**src/rtl/bytecore_pkg.sv**
```systemverilog
package bytecore_pkg;
  localparam int DATA_W = 8;
  localparam int STEP_W = 2;

  localparam logic [DATA_W-1:0] OP_NOP = 8'h00;
  localparam logic [DATA_W-1:0] OP_LDX = 8'h01;
  localparam logic [DATA_W-1:0] OP_SXT = 8'h02;
  localparam logic [DATA_W-1:0] OP_CLC = 8'h03;
  localparam logic [DATA_W-1:0] OP_AXT = 8'h04;
  localparam logic [DATA_W-1:0] OP_JMI = 8'h05;
  localparam logic [DATA_W-1:0] OP_JPL = 8'h06;
  localparam logic [DATA_W-1:0] OP_HLT = 8'hFF;

  typedef enum logic [1:0] {XS_KEEP, XS_IMM, XS_XOR, XS_ADD} xsel_e;
  typedef enum logic [2:0] {K_NOP, K_LDX, K_SXT, K_CLC, K_AXT, K_JMI, K_JPL, K_HLT} kind_e;

  typedef struct packed {
    xsel_e xsel;
    logic  t_xor;
    logic  clr_c;
    logic  pc_inc;
    logic  jmp;
    logic  jmp_neg;
    logic  halt;
    logic  last;
  } uop_t;

  function automatic kind_e classify(input logic [DATA_W-1:0] op);
    case (op)
      OP_LDX:  return K_LDX;
      OP_SXT:  return K_SXT;
      OP_CLC:  return K_CLC;
      OP_AXT:  return K_AXT;
      OP_JMI:  return K_JMI;
      OP_JPL:  return K_JPL;
      OP_HLT:  return K_HLT;
      default: return K_NOP;
    endcase
  endfunction
endpackage

```
**src/rtl/bytecore_ucode.sv**
```systemverilog
module bytecore_ucode
  import bytecore_pkg::*;
(
  input  kind_e             kind,
  input  logic [STEP_W-1:0] step,
  output uop_t              uop
);
  always_comb begin
    uop = '{xsel: XS_KEEP, t_xor: 1'b0, clr_c: 1'b0, pc_inc: 1'b0,
            jmp: 1'b0, jmp_neg: 1'b0, halt: 1'b0, last: 1'b1};
    case (kind)
      K_LDX: begin
        uop.xsel   = XS_IMM;
        uop.pc_inc = 1'b1;
      end
      K_SXT: begin
        case (step)
          2'd1:    begin uop.xsel = XS_XOR; uop.last = 1'b0; end
          2'd2:    begin uop.t_xor = 1'b1;  uop.last = 1'b0; end
          default: uop.xsel = XS_XOR;
        endcase
      end
      K_CLC: uop.clr_c = 1'b1;
      K_AXT: uop.xsel = XS_ADD;
      K_JMI: begin uop.jmp = 1'b1; uop.jmp_neg = 1'b1; end
      K_JPL: uop.jmp = 1'b1;
      K_HLT: uop.halt = 1'b1;
      default: ;
    endcase
  end
endmodule

```
**src/rtl/bytecore_regs.sv**
```systemverilog
module bytecore_regs
  import bytecore_pkg::*;
(
  input  logic              clk,
  input  logic              rst_n,
  input  logic              en,
  input  uop_t              uop,
  input  logic [DATA_W-1:0] imm,
  output logic [DATA_W-1:0] x_q,
  output logic [DATA_W-1:0] t_q,
  output logic              c_q,
  output logic              n_q
);
  logic [DATA_W:0] sum;
  assign sum = {1'b0, x_q} + {1'b0, t_q} + {{DATA_W{1'b0}}, c_q};

  always_ff @(posedge clk) begin
    if (!rst_n) begin
      x_q <= '0;
      t_q <= '0;
      c_q <= 1'b0;
      n_q <= 1'b0;
    end else if (en) begin
      case (uop.xsel)
        XS_IMM:  x_q <= imm;
        XS_XOR:  x_q <= x_q ^ t_q;
        XS_ADD:  begin
          x_q <= sum[DATA_W-1:0];
          c_q <= sum[DATA_W];
          n_q <= sum[DATA_W-1];
        end
        default: ;
      endcase
      if (uop.t_xor) t_q <= t_q ^ x_q;
      if (uop.clr_c) c_q <= 1'b0;
    end
  end

  AST_SIGN_ONLY_BY_ADD: assert property (@(posedge clk) disable iff (!rst_n)
    !(en && uop.xsel == XS_ADD) |=> $stable(n_q));
  AST_CLC_ZEROES: assert property (@(posedge clk) disable iff (!rst_n)
    (en && uop.clr_c) |=> !c_q);
endmodule

```
**src/rtl/bytecore_pc.sv**
```systemverilog
module bytecore_pc #(
  parameter int ADDR_W = 24,
  parameter int LO_W   = 8
) (
  input  logic              clk,
  input  logic              rst_n,
  input  logic              inc,
  input  logic              load_lo,
  input  logic [LO_W-1:0]   lo_val,
  output logic [ADDR_W-1:0] pc_q
);
  always_ff @(posedge clk) begin
    if (!rst_n)       pc_q <= '0;
    else if (load_lo) pc_q[LO_W-1:0] <= lo_val;
    else if (inc)     pc_q <= pc_q + 1'b1;
  end

  AST_JUMP_KEEPS_HIGH: assert property (@(posedge clk) disable iff (!rst_n)
    load_lo |=> pc_q[ADDR_W-1:LO_W] == $past(pc_q[ADDR_W-1:LO_W]));
  AST_JUMP_TARGET: assert property (@(posedge clk) disable iff (!rst_n)
    load_lo |=> pc_q[LO_W-1:0] == $past(lo_val));
endmodule

```
**src/rtl/bytecore_top.sv**
```systemverilog
module bytecore_top
  import bytecore_pkg::*;
#(
  parameter int ADDR_W = 24
) (
  input  logic              clk,
  input  logic              rst_n,
  output logic [ADDR_W-1:0] mem_addr,
  input  logic [DATA_W-1:0] rd_data,
  output logic              halted,
  output logic [DATA_W-1:0] dbg_op,
  output logic [DATA_W-1:0] dbg_x
);
  logic [STEP_W-1:0] step_q;
  logic [DATA_W-1:0] op_q;
  logic              halt_q;
  logic              fetch, exec, take;
  uop_t              uop;
  logic [DATA_W-1:0] x_q, t_q;
  logic              c_q, n_q;

  assign fetch = !halt_q && (step_q == '0);
  assign exec  = !halt_q && (step_q != '0);

  bytecore_ucode u_ucode (
    .kind (classify(op_q)),
    .step (step_q),
    .uop  (uop)
  );

  assign take = uop.jmp && (uop.jmp_neg ? n_q : !n_q);

  bytecore_pc #(.ADDR_W(ADDR_W), .LO_W(DATA_W)) u_pc (
    .clk     (clk),
    .rst_n   (rst_n),
    .inc     (fetch || (exec && (uop.pc_inc || (uop.jmp && !take)))),
    .load_lo (exec && take),
    .lo_val  (rd_data),
    .pc_q    (mem_addr)
  );

  bytecore_regs u_regs (
    .clk   (clk),
    .rst_n (rst_n),
    .en    (exec),
    .uop   (uop),
    .imm   (rd_data),
    .x_q   (x_q),
    .t_q   (t_q),
    .c_q   (c_q),
    .n_q   (n_q)
  );

  always_ff @(posedge clk) begin
    if (!rst_n) begin
      step_q <= '0;
      op_q   <= '0;
      halt_q <= 1'b0;
    end else if (fetch) begin
      op_q   <= rd_data;
      step_q <= STEP_W'(1);
    end else if (exec) begin
      if (uop.halt) halt_q <= 1'b1;
      step_q <= uop.last ? '0 : step_q + 1'b1;
    end
  end

  assign halted = halt_q;
  assign dbg_op = op_q;
  assign dbg_x  = x_q;

  AST_FETCH_ADVANCES: assert property (@(posedge clk) disable iff (!rst_n)
    fetch |=> mem_addr == $past(mem_addr) + 1'b1);
  AST_HALT_STICKS: assert property (@(posedge clk) disable iff (!rst_n)
    halted |=> halted);
  AST_HALT_FREEZES: assert property (@(posedge clk) disable iff (!rst_n)
    halted |=> ($stable(mem_addr) && $stable(dbg_x) && $stable(dbg_op)));
endmodule

```
**config.mk**
```make
export PLATFORM = sky130hd
export DESIGN_NAME = bytecore_top
export DESIGN_NICKNAME = d
export VERILOG_FILES = /design/src/rtl/bytecore_pkg.sv /design/src/rtl/bytecore_ucode.sv /design/src/rtl/bytecore_regs.sv /design/src/rtl/bytecore_pc.sv /design/src/rtl/bytecore_top.sv
export SDC_FILE = /design/constraint.sdc
export NUM_CORES = 1
export LEC_CHECK = 0
export ABC_AREA = 1
export BUFFER_PORTS_ARGS = -buffer_cell sky130_fd_sc_hd__buf_2
export CAP_MARGIN = 20
export CORE_MARGIN = 3
export CORE_UTILIZATION = 35
export CTS_BUF_LIST = sky130_fd_sc_hd__clkbuf_2
export DETAILED_ROUTE_END_ITERATION = 10
export GPL_TIMING_DRIVEN = 0
export HOLD_SLACK_MARGIN = 0.05
export PLACE_DENSITY_LB_ADDON = 0.15
export SETUP_SLACK_MARGIN = 0.2
export SYNTH_ARGS = -nofsm -noshare
export SYNTH_HDL_FRONTEND = slang
export SYNTH_SLANG_ARGS = --single-unit
```
**constraint.sdc**
```tcl
create_clock -name clk -period 4.85 [get_ports clk]
set_input_delay 0.97 -clock clk [delete_from_list [all_inputs] [get_ports clk]]
set_output_delay 0.97 -clock clk [all_outputs]
set_load 0.02 [all_outputs]
```
# Word-level counts from Yosys, hierarchy flattened
# Index checks and enable logic that the tools add are counted.
# word_totals
input_bits	10
elab_cells	84
register_bits	53
out_inout_bits	41
# op_classes
bitwise	4
eq_ne	19
n_addsub	4
n_reduce_logical	26
muxes	21
# ops
cell	n
$add 24x1->24 const B	1
$eq 8x3->1 const B	3
$pmux 8 s3	1
$pmux 3 s7	1
$eq 8x2->1 const B	2
$mux 8	2
$mux 1	14
$eq 3x3->1 const B	4
$reduce_and 2->1	5
$add 8x8->9	1
$add 9x1->9	1
$eq 8x1->1 const B	1
$eq 8x8->1 const B	1
$reduce_bool 2->1	4
$xor 8x8->8	1
$eq 2x2->1 const B	3
$eq 3x2->1 const B	2
$logic_and 1x1->1	6
$pmux 2 s3	1
$reduce_or 2->1	3
$eq 2x1->1 const B	2
$mux 2	2
$eq 3x1->1 const B	1
$logic_not 1->1	3
other kinds (6)	9

# Depth between registers and ports, before layout
# Gate-level depths: netlist of run 1.
# depth
word_depth	13
depth_mapped	12
depth_no_buf	12

# Modules after synthesis
# From an unflattened synthesis of run 1, not the netlist that was laid out.
# unflattened
cells_unflattened	486
area_unflattened_um2	3220.6
# modules_own_cells
module	seq_area_each_um2	n_inst	area_each_um2	cells_per_inst
bytecore_pc	480.5	1	1357.6	215
bytecore_regs	360.3	1	1158.6	165
bytecore_top	220.2	1	591.8	83
bytecore_ucode	0.0	1	112.6	23

# Worst setup path before layout of run 1
# OpenSTA, ideal clock, no wires.
# synth_path
path_kind	reg2reg
start	register u_regs.x_q[0]
end	register u_regs.x_q[4]
setup_slack_ns	3.004
setup_ns	0.115
period_less_slack_ns	1.846
path_stages_with_launch	11
arrival_time_ns	1.732
t_required_ns	4.735
n_path_buf	0
cell_sequence	dfxtp_1 > fa_1 > inv_1 > fa_1 > inv_1 > nand3_1 > nand2_1 > xnor2_1 > o211ai_1 > nor2_1 > nor2_1
# synth_via
elab_chain_len	3
# synth_rtl
element	line	text
start: declaration	bytecore_regs.sv:9	output logic [DATA_W-1:0] x_q,
start signal: assignment	bytecore_regs.sv:25	XS_IMM: x_q <= imm;
start signal: assignment	bytecore_regs.sv:26	XS_XOR: x_q <= x_q ^ t_q;
start signal: assignment	bytecore_regs.sv:28	x_q <= sum[DATA_W-1:0];
$add 8x8->9	bytecore_regs.sv:15	assign sum = {1'b0, x_q} + {1'b0, t_q} + {{DATA_W{1'b0}}, c_q};
$add 9x1->9	bytecore_regs.sv:15	
$pmux 8 s3	bytecore_regs.sv:24	case (uop.xsel)
# Every way passes these cells.
# A chain may end at the register's enable or synchronous reset.

# Worst setup path in the final report of run 1
# layout_path
start	register u_pc.pc_q[0]
end	output port mem_addr[0]
# layout_rtl
element	line	text
start: declaration	bytecore_pc.sv:10	output logic [ADDR_W-1:0] pc_q
start signal: indexed assignment	bytecore_pc.sv:14	else if (load_lo) pc_q[LO_W-1:0] <= lo_val;
start signal: assignment	bytecore_pc.sv:15	else if (inc) pc_q <= pc_q + 1'b1;
end: declaration	bytecore_top.sv:8	output logic [ADDR_W-1:0] mem_addr,
# No word-level cell between the ends.

==> results of run 1 <==
[where the power goes]
part	internal, W	leakage [nW]	switching [W]
Sequential	0.000476	0.430	0.0000510
Combinational	0.000137	1.32	0.000314
Clock	0.0000370	0.0252	0.000156
[metal layers]
metal  up-vias  global-route usage  wire, um
met3         4             0.02672       467
met4         0             0.03238        43
met2        71              0.3019      4593
li1       1857                   -         -
met1      1657              0.2546      4904
met5         -                   0         0
[synthesized netlist by cell type (3+ instances only)]
| cell type | instances | area [um2] |
|---|---|---|
| nor2_2 | 3 | 18.77 |
| nor3_1 | 4 | 20.02 |
| xor2_1 | 11 | 96.34 |
| o211ai_1 | 4 | 30.03 |
| ha_1 | 11 | 137.6 |
| nand2_2 | 6 | 37.54 |
| nand3_1 | 61 | 305.3 |
| inv_2 | 9 | 33.78 |
| a21oi_1 | 51 | 255.2 |
| buf_4 | 3 | 22.52 |
| o21ai_1 | 6 | 30.03 |
| xnor2_1 | 9 | 78.83 |
| dfxtp_1 | 53 | 1061 |
| o21ai_0 | 14 | 70.07 |
| nand4_1 | 15 | 93.84 |
| nand2_4 | 5 | 56.30 |
| nor2_1 | 41 | 153.9 |
| nand3b_1 | 8 | 60.06 |
| clkbuf_1 | 10 | 37.54 |
| nand2_1 | 140 | 525.5 |
| inv_1 | 46 | 172.7 |
[logic make-up (layout without fill, tap and decap cells)]
kind of cell	after synthesis	in the layout	share of synthesized area
AOI/OAI and AO/OA	79	79	0.1209
xor gates and xnor gates	20	20	0.05007
adders and majority gates	13	13	0.05079
buffers and inverters	72	130	0.08333
DFF	53	53	0.3033
and+or+nand+nor	292	292	0.3916
[through the flow]
step / instance area (um2) / util / setup slack, ns / power (W)
after global routing: 3955 / 0.4181 / 2.529 / 0.001260
final: 3955 / 0.4181 / 2.611 / 0.001171
after floorplan: 3498 / - / 3.004 / 0.0008565
after CTS: 3955 / 0.4181 / 2.590 / 0.001185
after detailed placement: 3910 / 0.4134 / 2.524 / 0.0009883
after global placement: 3910 / 0.4134 / 2.566 / 0.0009825
[cell type report]
class / count / area (um2) / area share
Sequential cell: 53 / 1061 / 0.2683
Clock buffer: 6 / 30.03 / 0.007593
Clock inverter: 2 / 15.01 / 0.003796
Tap cell: 129 / 161.4 / 0.04081
Timing Repair Buffer: 50 / 250.2 / 0.06327
Inverter: 55 / 206.4 / 0.05220
Buffer: 17 / 85.08 / 0.02151
Multi-Input combinational cell: 404 / 2146 / 0.5426
[final timing paths]
kind                    to          from  slack, ns
min reg2reg      step_q[0]     step_q[0]       0.48
min              step_q[0]     step_q[0]       0.48
max            mem_addr[0]  u_pc.pc_q[0]       2.61
max reg2reg  u_pc.pc_q[10]  u_pc.pc_q[0]       2.80
[cell usage in the layout (no fill, tap or decap), drive strengths merged, types with 9 or more instances in the layout]
master,synthesis,layout
xor2,11,11
o21ai,20,20
nor2,46,46
dfxtp,53,53
nand2,151,151
clkbuf,10,16
inv,55,55
nand4,16,16
buf,7,57
ha,11,11
xnor2,9,9
a21oi,52,52
nand3,63,63
[flip-flops by register name, summed over array words and instances, names as in the netlist]
signal and flops:
u_regs.n_q 1, step_q 2, u_regs.c_q 1, dbg_op 8
halted 1, u_pc.pc_q 24, u_regs.x_q 8, u_regs.t_q 8
==> impl_metrics.ini, run 1 <==
[setup_path]
worstPathCellList = buf_2
crit_buf_inv = 1
cp_top_family = flip-flops
worstRegToRegCells = 8
cp.depth = 1
slowest_stage = dfxtp_1
max_stage_delay_ns = 0.57
cp_data_required_time_ns = 3.88
worstPathArrival_ns = 1.27
cp_max_fo = 8
critical_path_class = reg2out
cp-start-kind = flop
critPathCaptureType = primary output

[timing]
whs_ns = 0.4834
rsz0062_at_grt = no
final_hold_viol_count = 0
finalSetupTns_ns = 0
slew-limit-headroom = 0.6272
tightest_slew_ns = 0.5593
clock_skew_ns = 0.03457
finalCritPeriodShare = 0.4616
setup_viol = 0
max_freq_mhz = 446.7
min_period_ns = 2.239
final_max_slew_viol_count = 0

[clocking]
ctsHoldBuffers = 0
cts-root-buf = clkbuf_2
htreeDepth = 2
cts.sinks = 53
tritoncts = yes
cts.clk_slew.worst_paths_ns = 0.29
clk_latency_ns = 0.47
cts_resized = 0
cts_buffers = 5
postCtsSetupBuffers = 0
clockBufferDepth = 2

[hold_path]
min_path_cells = 1
hold_path.class = reg2reg

[routing]
drtIter0Drc = 121
dr.pass1.iters = 5
postRouteAntennaNets = 0
vias = 3589
viasPerCell = 5.013
remaining_drc_errors = 0
wl_um = 10010
wl_per_cell_um = 13.98

[place]
gp_congestion = 0.8889
place_inst = 708
port_buffers = 50
place_hpwl_um = 7779

[cells_and_area]
syn_to_final_growth_pct = 13.05
stdcell_count = 716
n_fill_cell = 1046
finalNetCount = 609
antenna_cells = 0
post_route_cells_drive_above_1_share = 0.1635

[grt]
grt_pass1_wl_um = 16700
track_usage = 0.1822
grt_start_max_net_pins = 17
antenna_found_initial = 0
grt.overflow.total = 0
grt_pass1_vias = 3368

[power]
power.density_nw_per_um2 = 296.1
leakagePower_nw = 1.776
peakVddDrop_uv = 136.0

[floorplan]
initial_utilization = 0.3698
coreArea_um2 = 9459
die_area_um2 = 11230
rows = 35
dieWidth_um = 106.0
die_y_um = 106.0
ios = 51

[synth]
ys.flop_type = dfxtp_1
yosysSeqAreaShare = 0.3033
synth_warnings = 0
avgSynthCellArea_um2 = 6.613
synth_edf_count = 0
postSynth.asyncResetShare = 0
syn_nets = 552
ys_ff_latch = 53
synth_area_um2 = 3498
synth_cell_types = 36
syn_inst = 529

[status]
status = completed

[flow_run]
maxCapViolCount = 0
Power figures use the tool's default switching activity.
==> inputs of run 2 (changes only) <==
==> constraint.sdc (replaced) <==
create_clock -name clk -period 1.9 [get_ports clk]
set_input_delay 0.38 -clock clk [delete_from_list [all_inputs] [get_ports clk]]
set_output_delay 0.38 -clock clk [all_outputs]
set_load 0.02 [all_outputs]
==> run 2 against run 1 <==
- setup slack lost 2.5 ns
- largest power group is now combinational logic
- cell count is 5.0% higher
- register-to-register slack worse by 2.7 ns
- core utilization grew 7.4 points
- sequential cell count did not move
- die area stayed put
- critical path depth grew 9
- hold slack got worse by 0.30 ns
- via count up 6.6%
- routed wire length grew 7.4%
- first-iteration DRC count grew 37%
- count of clock-buffer cells in the layout down 1
- critical endpoint is now u_regs.x_q[4]
==> impl_metrics.ini, run 2 (synthesis results as in run 1) <==
[clocking]
clockBufferDepth = 2
cts.sinks = 53
cts-root-buf = clkbuf_2
cts.clk_slew.worst_paths_ns = 0.29
clk_latency_ns = 0.47
tritoncts = yes
cts_buffers = 5
ctsHoldBuffers = 0
htreeDepth = 2

[cells_and_area]
antenna_cells = 0
largest_register_ffs = 24
final_common_cell = nand2_1
largest-register = u_pc.pc_q
finalNetCount = 645
post_route_cells_drive_above_1_share = 0.3435
syn_to_final_growth_pct = 33.05
mostFrequentLayoutCells = nand2_1 (121), nand3_1 (54), buf_2 (52)
postLayoutCellArea_um2 = 4654

[floorplan]
ios = 51
dieWidth_um = 106.0
die_area_um2 = 11230
die_y_um = 106.0
coreArea_um2 = 9459
initial_utilization = 0.3698
rows = 35

[setup_path]
critPathCaptureType = flop
critical_path_class = reg2reg
cp_max_fo = 2
worstPathArrival_ns = 2.21
reg2reg_slack_ns = 0.11
worstRegToRegCells = 10
cp-start-kind = flop
rr_startpoint = u_regs.c_q
reg2reg_to = u_regs.x_q[4]
cp_data_required_time_ns = 2.32

[routing]
dr.pass1.iters = 6
vias = 3825
wl_per_cell_um = 14.30
wl_um = 10750
drtIter0Drc = 166
postRouteAntennaNets = 0
viasPerCell = 5.086
remaining_drc_errors = 0

[place]
port_buffers = 50
pre_cts_slack_ns = 0.002374
placed_area_um2 = 3923
gp_congestion = 0.8940
place_hpwl_um = 7640

[timing]
finalSetupTns_ns = 0
slew-limit-headroom = 0.5894
finalCritPeriodShare = 0.9407
setup_viol = 0
min_period_ns = 1.787
whs_ns = 0.1854
final_max_slew_viol_count = 0
postLayoutSetupSlackWorst_ns = 0.1127
clock_skew_ns = 0.01702
max_freq_mhz = 559.5
rsz0062_at_grt = yes
final_hold_viol_count = 0
tightest_slew_ns = 0.6159

[grt]
track_usage = 0.1825
grt_start_max_net_pins = 18
antenna_found_initial = 0
grt.overflow.total = 0
grt_pass1_vias = 3357
grt_pass1_wl_um = 16600

[power]
power.density_nw_per_um2 = 738.0
peakVddDrop_uv = 412.7
leakagePower_nw = 2.078
internal_power_w = 0.001923
clock_power_share = 0.144
p_sw_frac = 0.4401
p_sw_w = 0.001512
power.share.combinational = 0.455
seq_power_share = 0.400

[hold_path]
min_path_cells = 3
hold_start = rst_n
min_to = dbg_op[0]
hold_path.class = in2reg

[flow_run]
maxCapViolCount = 0

[status]
status = completed
[run 2: cell count changes in the layout (fill, tap and decap cells not counted), sizes merged]
cell	change
buf	+36
clkbuf	-2
clkinvlp	-1
clkinv	+3
[run 2: critical path, cell delays in order, from the launching register on]
cell	delay (ns)
dfxtp_2	0.40
fa_2	0.41
inv_2	0.07
fa_2	0.21
inv_2	0.05
nand3_2	0.05
nand2_2	0.06
xnor2_1	0.13
o211ai_1	0.21
nor2_1	0.06
nor2_1	0.08
[run 2: metal layers]
layer | vias to the layer above | GRT usage | wire (um) | part of all wire
met3 | 14 | 0.03339 | 573 | 0.053
met4 | 0 | 0.04625 | 187 | 0.017
met1 | 1788 | 0.2512 | 4956 | 0.46
met2 | 90 | 0.2955 | 5036 | 0.47
li1 | 1933 | - | - | -
met5 | - | 0 | 0 | 0
[run 2: area by class of cell]
class	instances	area [um2]
fill	1017	4805
multi-input combinational	404	2417
sequential	53	1117
timing repair buffer	85	569.3
inverter	55	221.5
tap	129	161.4
buffer	17	112.6
clock buffer	5	25.02
clock inverter	3	22.52
timing repair inverter	1	7.507
[run 2: timing repair]
| item | in CTS | in global routing |
|---|---|---|
| setup endpoints to repair | 42 | 48 |
| gates cloned | 0 | 2 |
| setup buffers | 10 | 24 |
| resized for setup | 24 | 106 |
| pin swaps | 11 | 34 |
[run 2: per-stage QoR]
stage                     std cells  power [W]    util
after floorplan                 529   0.002196       -
after global placement          708   0.002519  0.4147
after detailed placement        708   0.002527  0.4147
after CTS                       726   0.003098  0.4332
after global routing            752   0.003672  0.4921
final                           752   0.003435  0.4921
[run 2: worst max-delay path by stage]
stage	startpoint	endpoint	slack, ns	cells past startpoint
finish	u_regs.c_q	u_regs.x_q[4]	0.11	10
detailed placement	u_regs.t_q[0]	u_regs.x_q[6]	0.002	11
global placement	u_regs.x_q[0]	u_regs.x_q[4]	-0.007	10
global route	u_regs.c_q	u_regs.x_q[4]	-0.03	10
CTS	u_regs.t_q[0]	u_regs.x_q[4]	0.09	10
floorplan	u_regs.x_q[0]	u_regs.x_q[4]	0.20	10
[run 2: power groups by stage]
stage / Combinational [W] / Sequential [W] / Clock (W)
after floorplan: 0.000750 / 0.00145 / 0
after global placement: 0.00115 / 0.00137 / 0
after detailed placement: 0.00116 / 0.00137 / 0
after CTS: 0.00123 / 0.00135 / 0.000524
after global routing: 0.00170 / 0.00139 / 0.000576
final: 0.00156 / 0.00138 / 0.000496
==> inputs of run 3 (changes only) <==
--- a/config.mk
+++ b/config.mk
@@ -15,6 +15,7 @@
 export GPL_TIMING_DRIVEN = 0
 export HOLD_SLACK_MARGIN = 0.05
 export PLACE_DENSITY_LB_ADDON = 0.15
+export RECOVER_POWER = 50
 export SETUP_SLACK_MARGIN = 0.2
 export SYNTH_ARGS = -nofsm -noshare
 export SYNTH_HDL_FRONTEND = slang
==> run 3 against run 2 <==
- largest power group unchanged
- core utilization fell by 0.20 points
- global-route usage did not move
- die area did not move
- fmax barely moved
- count of clock-buffer cells in the layout did not move
- combinational power barely moved
- cell count did not move
- sequential cell count did not move
- routed wire length fell by 0.38%
- highest routed layer unchanged
- total power fell by 0.78%
- clock skew rose by 0.0017 ns
==> impl_metrics.ini, run 3 (synthesis results as in run 1) <==
[grt]
antenna_found_initial = 0
grt_pass1_vias = 3357
grt_pass1_wl_um = 16600
grt.overflow.total = 0
grt_start_max_net_pins = 18
track_usage = 0.1825

[floorplan]
initial_utilization = 0.3698
dieWidth_um = 106.0
die_y_um = 106.0
ios = 51
die_area_um2 = 11230
rows = 35
coreArea_um2 = 9459

[clocking]
cts.clk_slew.worst_paths_ns = 0.30
cts_buffers = 5
cts.sinks = 53
tritoncts = yes
cts-root-buf = clkbuf_2
ctsHoldBuffers = 0
htreeDepth = 2
clockBufferDepth = 2
clk_latency_ns = 0.45

[power]
peakVddDrop_uv = 397.6
power.share.combinational = 0.456
p_sw_w = 0.001504
power.density_nw_per_um2 = 735.2
leakagePower_nw = 2.058
seq_power_share = 0.400
internal_power_w = 0.001904
p_sw_frac = 0.4412
clock_power_share = 0.144

[timing]
final_hold_viol_count = 0
final_max_slew_viol_count = 0
finalSetupTns_ns = 0
rsz0062_at_grt = yes
finalCritPeriodShare = 0.9408
min_period_ns = 1.788
clock_skew_ns = 0.01869
postLayoutSetupSlackWorst_ns = 0.1124
setup_viol = 0
tightest_slew_ns = 0.6222
slew-limit-headroom = 0.5852
max_freq_mhz = 559.4

[flow_run]
maxCapViolCount = 0

[place]
port_buffers = 50
pre_cts_slack_ns = 0.002374
place_hpwl_um = 7640
gp_congestion = 0.8940

[cells_and_area]
final_common_cell = nand2_1
largest-register = u_pc.pc_q
syn_to_final_growth_pct = 32.51
finalNetCount = 645
antenna_cells = 0
post_route_cells_drive_above_1_share = 0.3291
mostFrequentLayoutCells = nand2_1 (121), nand3_1 (54), buf_2 (49)
largest_register_ffs = 24

[routing]
remaining_drc_errors = 0
postRouteAntennaNets = 0
wl_per_cell_um = 14.24
drtIter0Drc = 160
viasPerCell = 5.088
dr.pass1.iters = 4
wl_um = 10710
vias = 3826

[setup_path]
cp-start-kind = flop
critPathCaptureType = flop
critical_path_class = reg2reg
cp_data_required_time_ns = 2.31
cp_max_fo = 2
worstPathArrival_ns = 2.19

[status]
status = completed

[hold_path]
hold_path.class = in2reg
-- run 3: layout make-up --
cell class / count / area, um2
Sequential cell: 53 / 1105
Inverter: 55 / 221.5
Fill cell: 1022 / 4823
Clock buffer: 5 / 25.02
Timing Repair Buffer: 85 / 565.5
Timing Repair inverter: 1 / 7.507
Tap cell: 129 / 161.4
Multi-Input combinational cell: 404 / 2417
Clock inverter: 3 / 22.52
Buffer: 17 / 110.1
-- run 3: power by group through the flow --
stage / Sequential, W / Clock, W / Combinational (W)
after global placement: 0.00137 / 0 / 0.00115
after CTS: 0.00135 / 0.000524 / 0.00123
after floorplan: 0.00145 / 0 / 0.000750
after detailed placement: 0.00137 / 0 / 0.00116
after global routing: 0.00138 / 0.000576 / 0.00170
final: 0.00136 / 0.000490 / 0.00155
-- run 3: path summary, 6_finish.rpt --
kind	from	endpoint	slack, ns	depth (start not counted)
min reg2reg	step_q[0]	step_q[0]	0.45	1
max	u_regs.c_q	u_regs.x_q[4]	0.11	10
min	rst_n	dbg_op[0]	0.21	3
max reg2reg	u_regs.c_q	u_regs.x_q[4]	0.11	10
-- run 3: per-layer routing --
layer / global-route usage / part of all wire / up-vias
met5: 0 / 0 / -
met4: 0.04625 / 0.017 / 0
met3: 0.03339 / 0.047 / 15
met2: 0.2955 / 0.47 / 93
met1: 0.2512 / 0.46 / 1785
li1: - / - / 1933
-- run 3: stage by stage --
stage | hold slack [ns] | power, W | instance area [um2] | utilization | instances
2_1_floorplan | 0.4274 | 0.002196 | 3511 | - | 529
3_3_place_gp | 0.4520 | 0.002519 | 3923 | 0.4147 | 708
3_5_place_dp | 0.4592 | 0.002527 | 3923 | 0.4147 | 708
4_1_cts | 0.1528 | 0.003098 | 4098 | 0.4332 | 726
5_1_grt | 0.1407 | 0.003654 | 4636 | 0.4901 | 752
6_report | 0.2064 | 0.003408 | 4636 | 0.4901 | 752
-- run 3: what timing repair did --
item,4_1_cts,5_1_grt
resized for setup,24,106
endpoints found under the setup margin,42,48
buffers inserted,10,24
gates cloned,0,2
pin swaps,11,34
-- run 3: worst max-delay path, cell delays in order, from the launching register on --
cell      delay [ns]
dfxtp_2         0.40
fa_2            0.41
inv_2           0.07
fa_2            0.21
inv_2           0.05
nand3_2         0.05
nand2_2         0.06
xnor2_1         0.13
o211ai_1        0.21
nor2_1          0.06
nor2_1          0.08
